File: src/rtl/trap_status_pkg.sv
package trap_status_pkg;

  typedef enum logic [1:0] {
    PRIV_U    = 2'b00,
    PRIV_S    = 2'b01,
    PRIV_RSVD = 2'b10,
    PRIV_M    = 2'b11
  } priv_e;

  localparam int unsigned BIT_UIE  = 0;
  localparam int unsigned BIT_SIE  = 1;
  localparam int unsigned BIT_MIE  = 3;
  localparam int unsigned BIT_UPIE = 4;
  localparam int unsigned BIT_SPIE = 5;
  localparam int unsigned BIT_MPIE = 7;
  localparam int unsigned BIT_SPP  = 8;
  localparam int unsigned BIT_MPP  = 11;
  localparam int unsigned STAT_TOP = BIT_MPP + 1;

  typedef struct packed {
    logic  uie;
    logic  sie;
    logic  mie;
    logic  upie;
    logic  spie;
    logic  mpie;
    logic  spp;
    priv_e mpp;
  } stat_t;

  function automatic priv_e legal_mpp(input logic [1:0] v);
    return (v == 2'b10) ? PRIV_U : priv_e'(v);
  endfunction

endpackage

File: src/rtl/tsu_event_arb.sv
module tsu_event_arb
  import trap_status_pkg::*;
(
  input  logic  rst_ni,
  input  logic  clk_i,
  input  logic  trap_i,
  input  logic  mret_i,
  input  logic  csr_we_i,
  input  logic  csr_sel_i,
  input  priv_e priv_i,
  output logic  do_trap_o,
  output logic  do_mret_o,
  output logic  illegal_o,
  output logic  wr_stat_o,
  output logic  wr_epc_o
);

  logic strobe;
  logic mret_live;

  assign strobe    = trap_i | mret_i;
  assign mret_live = mret_i & ~trap_i;

  always_comb begin
    do_trap_o = trap_i;
    do_mret_o = mret_live & (priv_i == PRIV_M);
    illegal_o = mret_live & (priv_i != PRIV_M);
    wr_stat_o = csr_we_i & ~strobe & ~csr_sel_i;
    wr_epc_o  = csr_we_i & ~strobe &  csr_sel_i;
  end

  // trap suppresses return handling
  a_r9_trap_wins: assert property (@(posedge clk_i) disable iff (!rst_ni)
    trap_i |-> (!do_mret_o && !illegal_o));

  // no CSR write alongside a strobe
  a_r9_csr_dropped: assert property (@(posedge clk_i) disable iff (!rst_ni)
    (trap_i || mret_i) |-> (!wr_stat_o && !wr_epc_o));

endmodule

File: src/rtl/tsu_status_regs.sv
module tsu_status_regs
  import trap_status_pkg::*;
#(
  parameter int unsigned XLEN = 32
) (
  input  logic            clk_i,
  input  logic            rst_ni,
  input  logic            do_trap_i,
  input  logic            do_mret_i,
  input  logic            wr_stat_i,
  input  logic [XLEN-1:0] wdata_i,
  output priv_e           priv_o,
  output logic [XLEN-1:0] mstatus_o
);

  priv_e priv_q, priv_d;
  stat_t st_q, st_d, st_w;

  // unused bits of the write word
  logic unused_wbits;
  assign unused_wbits = ^{wdata_i[XLEN-1:STAT_TOP+1], wdata_i[BIT_MPP-1:BIT_SPP+1],
                          wdata_i[BIT_MPIE-1], wdata_i[BIT_MIE-1]};

  always_comb begin
    st_w      = '0;
    st_w.uie  = wdata_i[BIT_UIE];
    st_w.sie  = wdata_i[BIT_SIE];
    st_w.mie  = wdata_i[BIT_MIE];
    st_w.upie = wdata_i[BIT_UPIE];
    st_w.spie = wdata_i[BIT_SPIE];
    st_w.mpie = wdata_i[BIT_MPIE];
    st_w.spp  = wdata_i[BIT_SPP];
    st_w.mpp  = legal_mpp(wdata_i[BIT_MPP +: 2]);
  end

  always_comb begin
    st_d   = st_q;
    priv_d = priv_q;
    if (do_trap_i) begin
      st_d.mpp  = priv_q;
      st_d.mpie = st_q.mie;
      st_d.mie  = 1'b0;
      priv_d    = PRIV_M;
    end else if (do_mret_i) begin
      priv_d    = st_q.mpp;
      st_d.mie  = st_q.mpie;
      st_d.mpie = 1'b1;
      st_d.mpp  = PRIV_U;
    end else if (wr_stat_i) begin
      st_d = st_w;
    end
  end

  always_ff @(posedge clk_i or negedge rst_ni) begin
    if (!rst_ni) begin
      priv_q <= PRIV_M;
      st_q   <= '0;
    end else begin
      priv_q <= priv_d;
      st_q   <= st_d;
    end
  end

  always_comb begin
    mstatus_o                = '0;
    mstatus_o[BIT_UIE]       = st_q.uie;
    mstatus_o[BIT_SIE]       = st_q.sie;
    mstatus_o[BIT_MIE]       = st_q.mie;
    mstatus_o[BIT_UPIE]      = st_q.upie;
    mstatus_o[BIT_SPIE]      = st_q.spie;
    mstatus_o[BIT_MPIE]      = st_q.mpie;
    mstatus_o[BIT_SPP]       = st_q.spp;
    mstatus_o[BIT_MPP +: 2]  = st_q.mpp;
  end

  assign priv_o = priv_q;

  // trap lands in machine mode with MIE off
  a_r2_trap_to_m: assert property (@(posedge clk_i) disable iff (!rst_ni)
    do_trap_i |=> (priv_q == PRIV_M && !st_q.mie));

  // previous privilege and enable saved
  a_r2_stack_push: assert property (@(posedge clk_i) disable iff (!rst_ni)
    do_trap_i |=> (st_q.mpp == $past(priv_q) && st_q.mpie == $past(st_q.mie)));

  // privilege and MIE restored
  a_r3_stack_pop: assert property (@(posedge clk_i) disable iff (!rst_ni)
    do_mret_i |=> (priv_q == $past(st_q.mpp) && st_q.mie == $past(st_q.mpie)));

  // stack bottom refilled
  a_r4_stack_refill: assert property (@(posedge clk_i) disable iff (!rst_ni)
    do_mret_i |=> (st_q.mpp == PRIV_U && st_q.mpie));

  // MPP never holds the reserved code
  a_r8_mpp_legal: assert property (@(posedge clk_i) disable iff (!rst_ni)
    st_q.mpp != PRIV_RSVD);

endmodule

File: src/rtl/tsu_epc_reg.sv
module tsu_epc_reg #(
  parameter int unsigned XLEN       = 32,
  parameter int unsigned ALIGN_BITS = 2
) (
  input  logic            clk_i,
  input  logic            rst_ni,
  input  logic            do_trap_i,
  input  logic            wr_epc_i,
  input  logic [XLEN-1:0] trap_pc_i,
  input  logic [XLEN-1:0] wdata_i,
  output logic [XLEN-1:0] mepc_o
);

  localparam int unsigned HI = XLEN - ALIGN_BITS;

  logic [HI-1:0] epc_q;

  logic unused_low;
  assign unused_low = ^{trap_pc_i[ALIGN_BITS-1:0], wdata_i[ALIGN_BITS-1:0]};

  always_ff @(posedge clk_i or negedge rst_ni) begin
    if (!rst_ni)        epc_q <= '0;
    else if (do_trap_i) epc_q <= trap_pc_i[XLEN-1:ALIGN_BITS];
    else if (wr_epc_i)  epc_q <= wdata_i[XLEN-1:ALIGN_BITS];
  end

  assign mepc_o = {epc_q, {ALIGN_BITS{1'b0}}};

  // trap captures the aligned faulting PC
  a_r2_epc_capture: assert property (@(posedge clk_i) disable iff (!rst_ni)
    do_trap_i |=> (mepc_o[XLEN-1:ALIGN_BITS] == $past(trap_pc_i[XLEN-1:ALIGN_BITS])));

endmodule

File: src/rtl/trap_status_unit.sv
module trap_status_unit
  import trap_status_pkg::*;
#(
  parameter int unsigned XLEN       = 32,
  parameter int unsigned ALIGN_BITS = 2
) (
  input  logic            clk_i,
  input  logic            rst_ni,
  input  logic            trap_i,
  input  logic [XLEN-1:0] trap_pc_i,
  input  logic            mret_i,
  input  logic            csr_we_i,
  input  logic            csr_sel_i,
  input  logic [XLEN-1:0] csr_wdata_i,
  output logic [1:0]      priv_o,
  output logic            redirect_valid_o,
  output logic [XLEN-1:0] redirect_pc_o,
  output logic            illegal_o,
  output logic [XLEN-1:0] mstatus_o,
  output logic [XLEN-1:0] mepc_o
);

  localparam logic [XLEN-1:0] LEGAL_MASK =
    XLEN'((1 << BIT_UIE) | (1 << BIT_SIE) | (1 << BIT_MIE) | (1 << BIT_UPIE) |
          (1 << BIT_SPIE) | (1 << BIT_MPIE) | (1 << BIT_SPP) | (3 << BIT_MPP));

  priv_e priv;
  logic  do_trap, do_mret, wr_stat, wr_epc;

  tsu_event_arb i_arb (
    .rst_ni    (rst_ni),
    .clk_i     (clk_i),
    .trap_i    (trap_i),
    .mret_i    (mret_i),
    .csr_we_i  (csr_we_i),
    .csr_sel_i (csr_sel_i),
    .priv_i    (priv),
    .do_trap_o (do_trap),
    .do_mret_o (do_mret),
    .illegal_o (illegal_o),
    .wr_stat_o (wr_stat),
    .wr_epc_o  (wr_epc)
  );

  tsu_status_regs #(.XLEN(XLEN)) i_stat (
    .clk_i     (clk_i),
    .rst_ni    (rst_ni),
    .do_trap_i (do_trap),
    .do_mret_i (do_mret),
    .wr_stat_i (wr_stat),
    .wdata_i   (csr_wdata_i),
    .priv_o    (priv),
    .mstatus_o (mstatus_o)
  );

  tsu_epc_reg #(.XLEN(XLEN), .ALIGN_BITS(ALIGN_BITS)) i_epc (
    .clk_i     (clk_i),
    .rst_ni    (rst_ni),
    .do_trap_i (do_trap),
    .wr_epc_i  (wr_epc),
    .trap_pc_i (trap_pc_i),
    .wdata_i   (csr_wdata_i),
    .mepc_o    (mepc_o)
  );

  assign priv_o           = priv;
  assign redirect_valid_o = do_mret;
  assign redirect_pc_o    = mepc_o;

  // illegal return leaves all state untouched
  a_r5_illegal_frozen: assert property (@(posedge clk_i) disable iff (!rst_ni)
    illegal_o |=> ($stable(priv_o) && $stable(mstatus_o) && $stable(mepc_o)));

  // never both illegal and redirecting
  a_r5_no_redirect: assert property (@(posedge clk_i) disable iff (!rst_ni)
    !(illegal_o && redirect_valid_o));

  // reserved status bits stay clear
  a_r7_rsvd_zero: assert property (@(posedge clk_i) disable iff (!rst_ni)
    (mstatus_o & ~LEGAL_MASK) == '0);

  // return address stays aligned
  a_r10_epc_aligned: assert property (@(posedge clk_i) disable iff (!rst_ni)
    mepc_o[ALIGN_BITS-1:0] == '0);

endmodule

File: config.mk
export PLATFORM = sky130hd
export DESIGN_NAME = trap_status_unit
export DESIGN_NICKNAME = d
export VERILOG_FILES = /design/src/rtl/trap_status_pkg.sv /design/src/rtl/tsu_event_arb.sv /design/src/rtl/tsu_status_regs.sv /design/src/rtl/tsu_epc_reg.sv /design/src/rtl/trap_status_unit.sv
export SDC_FILE = /design/constraint.sdc
export NUM_CORES = 1
export LEC_CHECK = 0
export BUFFER_PORTS_ARGS = -buffer_cell sky130_fd_sc_hd__buf_2
export CORE_MARGIN = 5
export CORE_UTILIZATION = 30
export CTS_BUF_LIST = sky130_fd_sc_hd__clkbuf_4
export CTS_CLUSTER_DIAMETER = 100
export DETAILED_ROUTE_END_ITERATION = 10
export PLACE_DENSITY = 0.66
export SLEW_MARGIN = 20
export SYNTH_ARGS = -nofsm -noshare
export SYNTH_HDL_FRONTEND = slang
export SYNTH_SLANG_ARGS = --single-unit
File: constraint.sdc
create_clock -name clk_i -period 2.65 [get_ports clk_i]
set_clock_uncertainty 0.2 [all_clocks]
set_input_delay 0.6625 -clock clk_i [delete_from_list [all_inputs] [get_ports clk_i]]
set_output_delay 0.6625 -clock clk_i [all_outputs]
set_load 0.05 [all_outputs]
== After elaboration in Yosys (flattened, before gate mapping) ==
Cells that the tools add are included.

* Register bits: 41
* Latch bits: 0
* RAM bits: 0
* Bits in read-only memories: 0
* Input bits: 70
* Output and inout port bits: 100
* Word-level logic and storage cells: 40
* Memories: 0

* $add $sub $neg: 0
* $mul: 0
* Divide/modulo/power cells: 0
* Order comparisons: 0
* Equality and inequality tests: 3
* Shift operators: 0
* Muxes and demuxes: 12
* Bitwise operators: 11
* Reductions and logical operators: 4

{| class="wikitable"
|+ Operators with widths
! operator !! number
|-
| $mux 30 || 2
|-
| $mux 2 || 5
|-
| $mux 7 || 1
|-
| $and 1x1->1 || 6
|-
| $eq 2x2->1 const B || 2
|-
| $mux 1 || 4
|-
| $not 1->1 || 4
|-
| $reduce_bool 2->1 || 2
|-
| $reduce_and 3->1 || 1
|-
| $reduce_bool 3->1 || 1
|-
| $ne 2x2->1 const B || 1
|-
| $or 1x1->1 || 1
|}

== Logic depth before layout (Yosys ltp) ==
* Depth in word-level cells: 7
* Mapped depth: 4
* Gate-level depth less buffers: 3

== Cells and area by module ==
Synthesis repeated with hierarchy kept, for this count alone.

* Cell total of the unflattened synthesis: 235
* Area, all modules: 2417.3 µm²

{| class="wikitable"
|+ By module, submodules not included
! module !! times used !! cells an instance !! area each (µm²) !! seq. area each (µm²)
|-
| tsu_epc_reg || 1 || 134 || 1437.6 || 750.7
|-
| tsu_status_regs || 1 || 61 || 689.4 || 277.8
|-
| trap_status_unit || 1 || 32 || 240.2 || 0.0
|-
| tsu_event_arb || 1 || 8 || 50.0 || 0.0
|}

== Worst setup path after synthesis ==
Ideal clock, no wire load.

* Kind: input to output
* From: input trap_i
* To: output illegal_o
* Data arrival time: 1.745 ns
* Required time: 1.788 ns
* Setup slack: 0.042 ns
* Stages on the path: 3
* Buffers on the path: 1
* Path through: clkbuf_1 > nand2b_1 > a21oi_1

* Cells in the longest elaborated chain, start to end: 3

{| class="wikitable"
|+ Ends and longest elaborated chain
! item !! RTL line !! source
|-
| from (decl) || trap_status_unit.sv:9 || <nowiki>input logic trap_i,</nowiki>
|-
| $not 1->1 (no source line) || - ||
|-
| $and 1x1->1 || tsu_event_arb.sv:22 || <nowiki>assign mret_live = mret_i & ~trap_i;</nowiki>
|-
| $and 1x1->1 || tsu_event_arb.sv:27 || <nowiki>illegal_o = mret_live & (priv_i != PRIV_M);</nowiki>
|-
| to (decl) || trap_status_unit.sv:18 || <nowiki>output logic illegal_o,</nowiki>
|}

No other way between the ends.

== Final worst setup path ==
* From: register i_stat.priv_q[0], in the netlist i_stat.priv_o[0]
* To: output redirect_valid_o

* Cells in the longest elaborated chain, start to end: 2

{| class="wikitable"
|+ Ends and longest elaborated chain
! item !! RTL line !! source
|-
| from (decl) || tsu_status_regs.sv:16 || <nowiki>priv_e priv_q, priv_d;</nowiki>
|-
| from (signal assigned) || tsu_status_regs.sv:59 || <nowiki>priv_q <= priv_d;</nowiki>
|-
| $eq 2x2->1 || tsu_event_arb.sv:26 || <nowiki>do_mret_o = mret_live & (priv_i == PRIV_M);</nowiki>
|-
| $and 1x1->1 || tsu_event_arb.sv:26 ||
|-
| to (decl) || trap_status_unit.sv:16 || <nowiki>output logic redirect_valid_o,</nowiki>
|}

No other way between the ends.

==> out/metrics.cfg <==
[floorplanning]
ios=170
num_rows=31
dieArea_um2=9460
die_height_um=97.27
core_area_um2=7331
die_w_um=97.27
start_util_pct=31.17

[placement]
place_hpwl_mm=4.705
post-place-ws_ns=0.3507
place_inst=430
routabilityCongestion=0.8139
io_buffers=140

[pwr]
peakVddDrop_mv=0.3815
powerDensity_nw_per_um2=687.4
p_leak_nw=1.674

[global_route]
grt_usage_pct=12.08
grt-ovfl-total=0
grt_pass1_vias=1997
grt_pass1_wl_mm=9.563
antenna_found_initial=0
grt_max_degree=35

[final_layout]
multiInputGateArea_um2=873.3
final_util_pct=38.78
drive_gt1_share_pct=48.08
syn2layout_area_growth_pct=24.43
fin_cells=438
nFillCells=754
fin_nets=408
diodes=0
regArea_um2=1028

[routing]
drt-wirelength-per-cell_um=13.16
dr.pass1.iters=6
drtIter0Drc=24
routed_wl_mm=5.762
via_per_inst=4.288
drcViolationCount=0
final_antenna_net_count=0
vias=1878

[clock_tree]
clk_pin_slew_worst_paths_ns=0.12
insertion_delay_ns=0.33
cts_setup_buffers=0
clockRootBuffer=clkbuf_4
cts-resized-gates=0
cts_made_buffers=5
ctsHtreeMaxLevel=2
clock_sinks=41
ctsHoldBuffers=0
ctsLongestPathBuffers=2
tritoncts=built

[setup_path]
cp_max_fo=6
cp_data_required_time_ns=1.79
critPathKind=reg2out
r2r-start=i_stat.priv_o[1]
ff2ff_path_depth=3
start_kind=register
crit_arrival_ns=1.51
cp-end-kind=primary output
r2r_slack_ns=1.05
rr_endpoint=i_stat.mstatus_o[12]

[timing]
max_freq_ghz=0.4211
worst_slack_ns=0.2751
fin_crit_ns=2.375
rsz0062_at_grt=false
setup-violations-final=0
finalSetupTns_ns=0
slew_violations=0
timing.final.crit_share_pct=89.62
hold_viol_final=0

[status]
status=finished, final reports clean

[hold_path]
hp-class=in2async

[yosys]
synth_compound_area_share_pct=9.584
syn_area_per_cell_um2=10.11
synth_cell_types=23
synth_top_area_share_pct=42.72
synth_area_leaders=dfrtp_1, buf_4, mux2i_1
synth.area.mux_share_pct=16.54
synth-seq-cells=41
synth_xor_area_share_pct=0
synthAdderAreaFrac_pct=0
synth_simple_gate_area_share_pct=7.667
syn_inst=226
ys_seq_area_share_pct=45.02
synth_area_um2=2285
yosysTopAreaCell=dfrtp_1
synth_warnings=0
synth_top_family_by_area=buffers and inverters

[job]
maxCapViolations=0

-- through the flow --
step	cell area, um^2	power, mW	hold WS (ns)
3_3_place_gp	2783	1.637	0.2850
2_1_floorplan	2382	1.510	0.1669
3_5_place_dp	2783	1.648	0.2911
4_1_cts	2843	1.996	0.03954
6_report	2843	1.954	0.05239
5_1_grt	2843	2.078	0.04210
-- cell usage after synthesis --
cell type and count:
a22oi_1 2, conb_1 1, dfrtp_1 39, nand2_1 30, dfstp_2 2, mux2_1 1, buf_4 57, a21oi_1 3
a32o_1 1, nand3b_1 1, nor2_1 2, and4b_1 1, a22oi_2 1, inv_1 3, nand2b_1 1, or2b_1 1
a31oi_1 1, nor4b_4 1, mux2i_1 31, o21ai_0 32, mux2_2 5, buf_2 3, clkbuf_1 7
-- critical path: stages (launching register included) --
cell and delay, ns:
dfstp_2 0.59, and4b_1 0.29, buf_2 0.29
-- cell families (layout without fill, tap and decap cells) --
logic type      count (synthesis)  in the layout
compound gates                 40             40
buf+inv                        70            157
flops                          41             41
mux                            37             37
other cells                     1             27
simple gates                   37             37
-- state kept, by name, summed over array words and instances (netlist names) --
name              count
i_stat.mstatus_o      9
i_epc.epc_q          30
i_stat.priv_o         2
-- power by group --
group	internal, mW	switching [mW]
combinational	0.189	0.678
clock	0.137	0.191
sequential	0.705	0.0544
-- worst max-delay path by stage --
stage,from,to,slack [ns],cells after the start
6_report,i_stat.priv_o[0],redirect_valid_o,0.28,2
5_1_grt,i_stat.priv_o[0],redirect_valid_o,0.17,2
4_1_cts,i_stat.priv_o[0],redirect_valid_o,0.24,2
3_5_place_dp,trap_i,redirect_valid_o,0.35,3
3_3_place_gp,trap_i,redirect_valid_o,0.36,3
2_1_floorplan,trap_i,illegal_o,0.04,3
-- area by class of cell --
type                       instances  share of cell area (%)
clock buffer                       8                   2.113
multi-input combinational        141                   30.72
inverter                           3                  0.3961
tap                               99                   4.357
timing repair buffer             146                   26.23
sequential                        41                   36.18
-- routing by layer --
metal / vias to the layer above / global-route usage [%] / routed length [um]
met5: - / 0 / 0
met4: 0 / 2.875 / 46
met3: 4 / 5.169 / 691
li1: 899 / - / -
met1: 857 / 13.16 / 2247
met2: 118 / 21.66 / 2776
-- cell usage in the layout, fill, tap and decap left out, drive strengths merged, types with 2 or more instances in the layout --
cell type and instances:
conb 27, buf 146, a21oi 3, clkbuf 8
mux2i 31, inv 3, dfstp 2, mux2 6
a22oi 3, dfrtp 39, nor2 2, o21ai 32
nand2 30
Note: power is estimated with default switching activity, not from simulation.
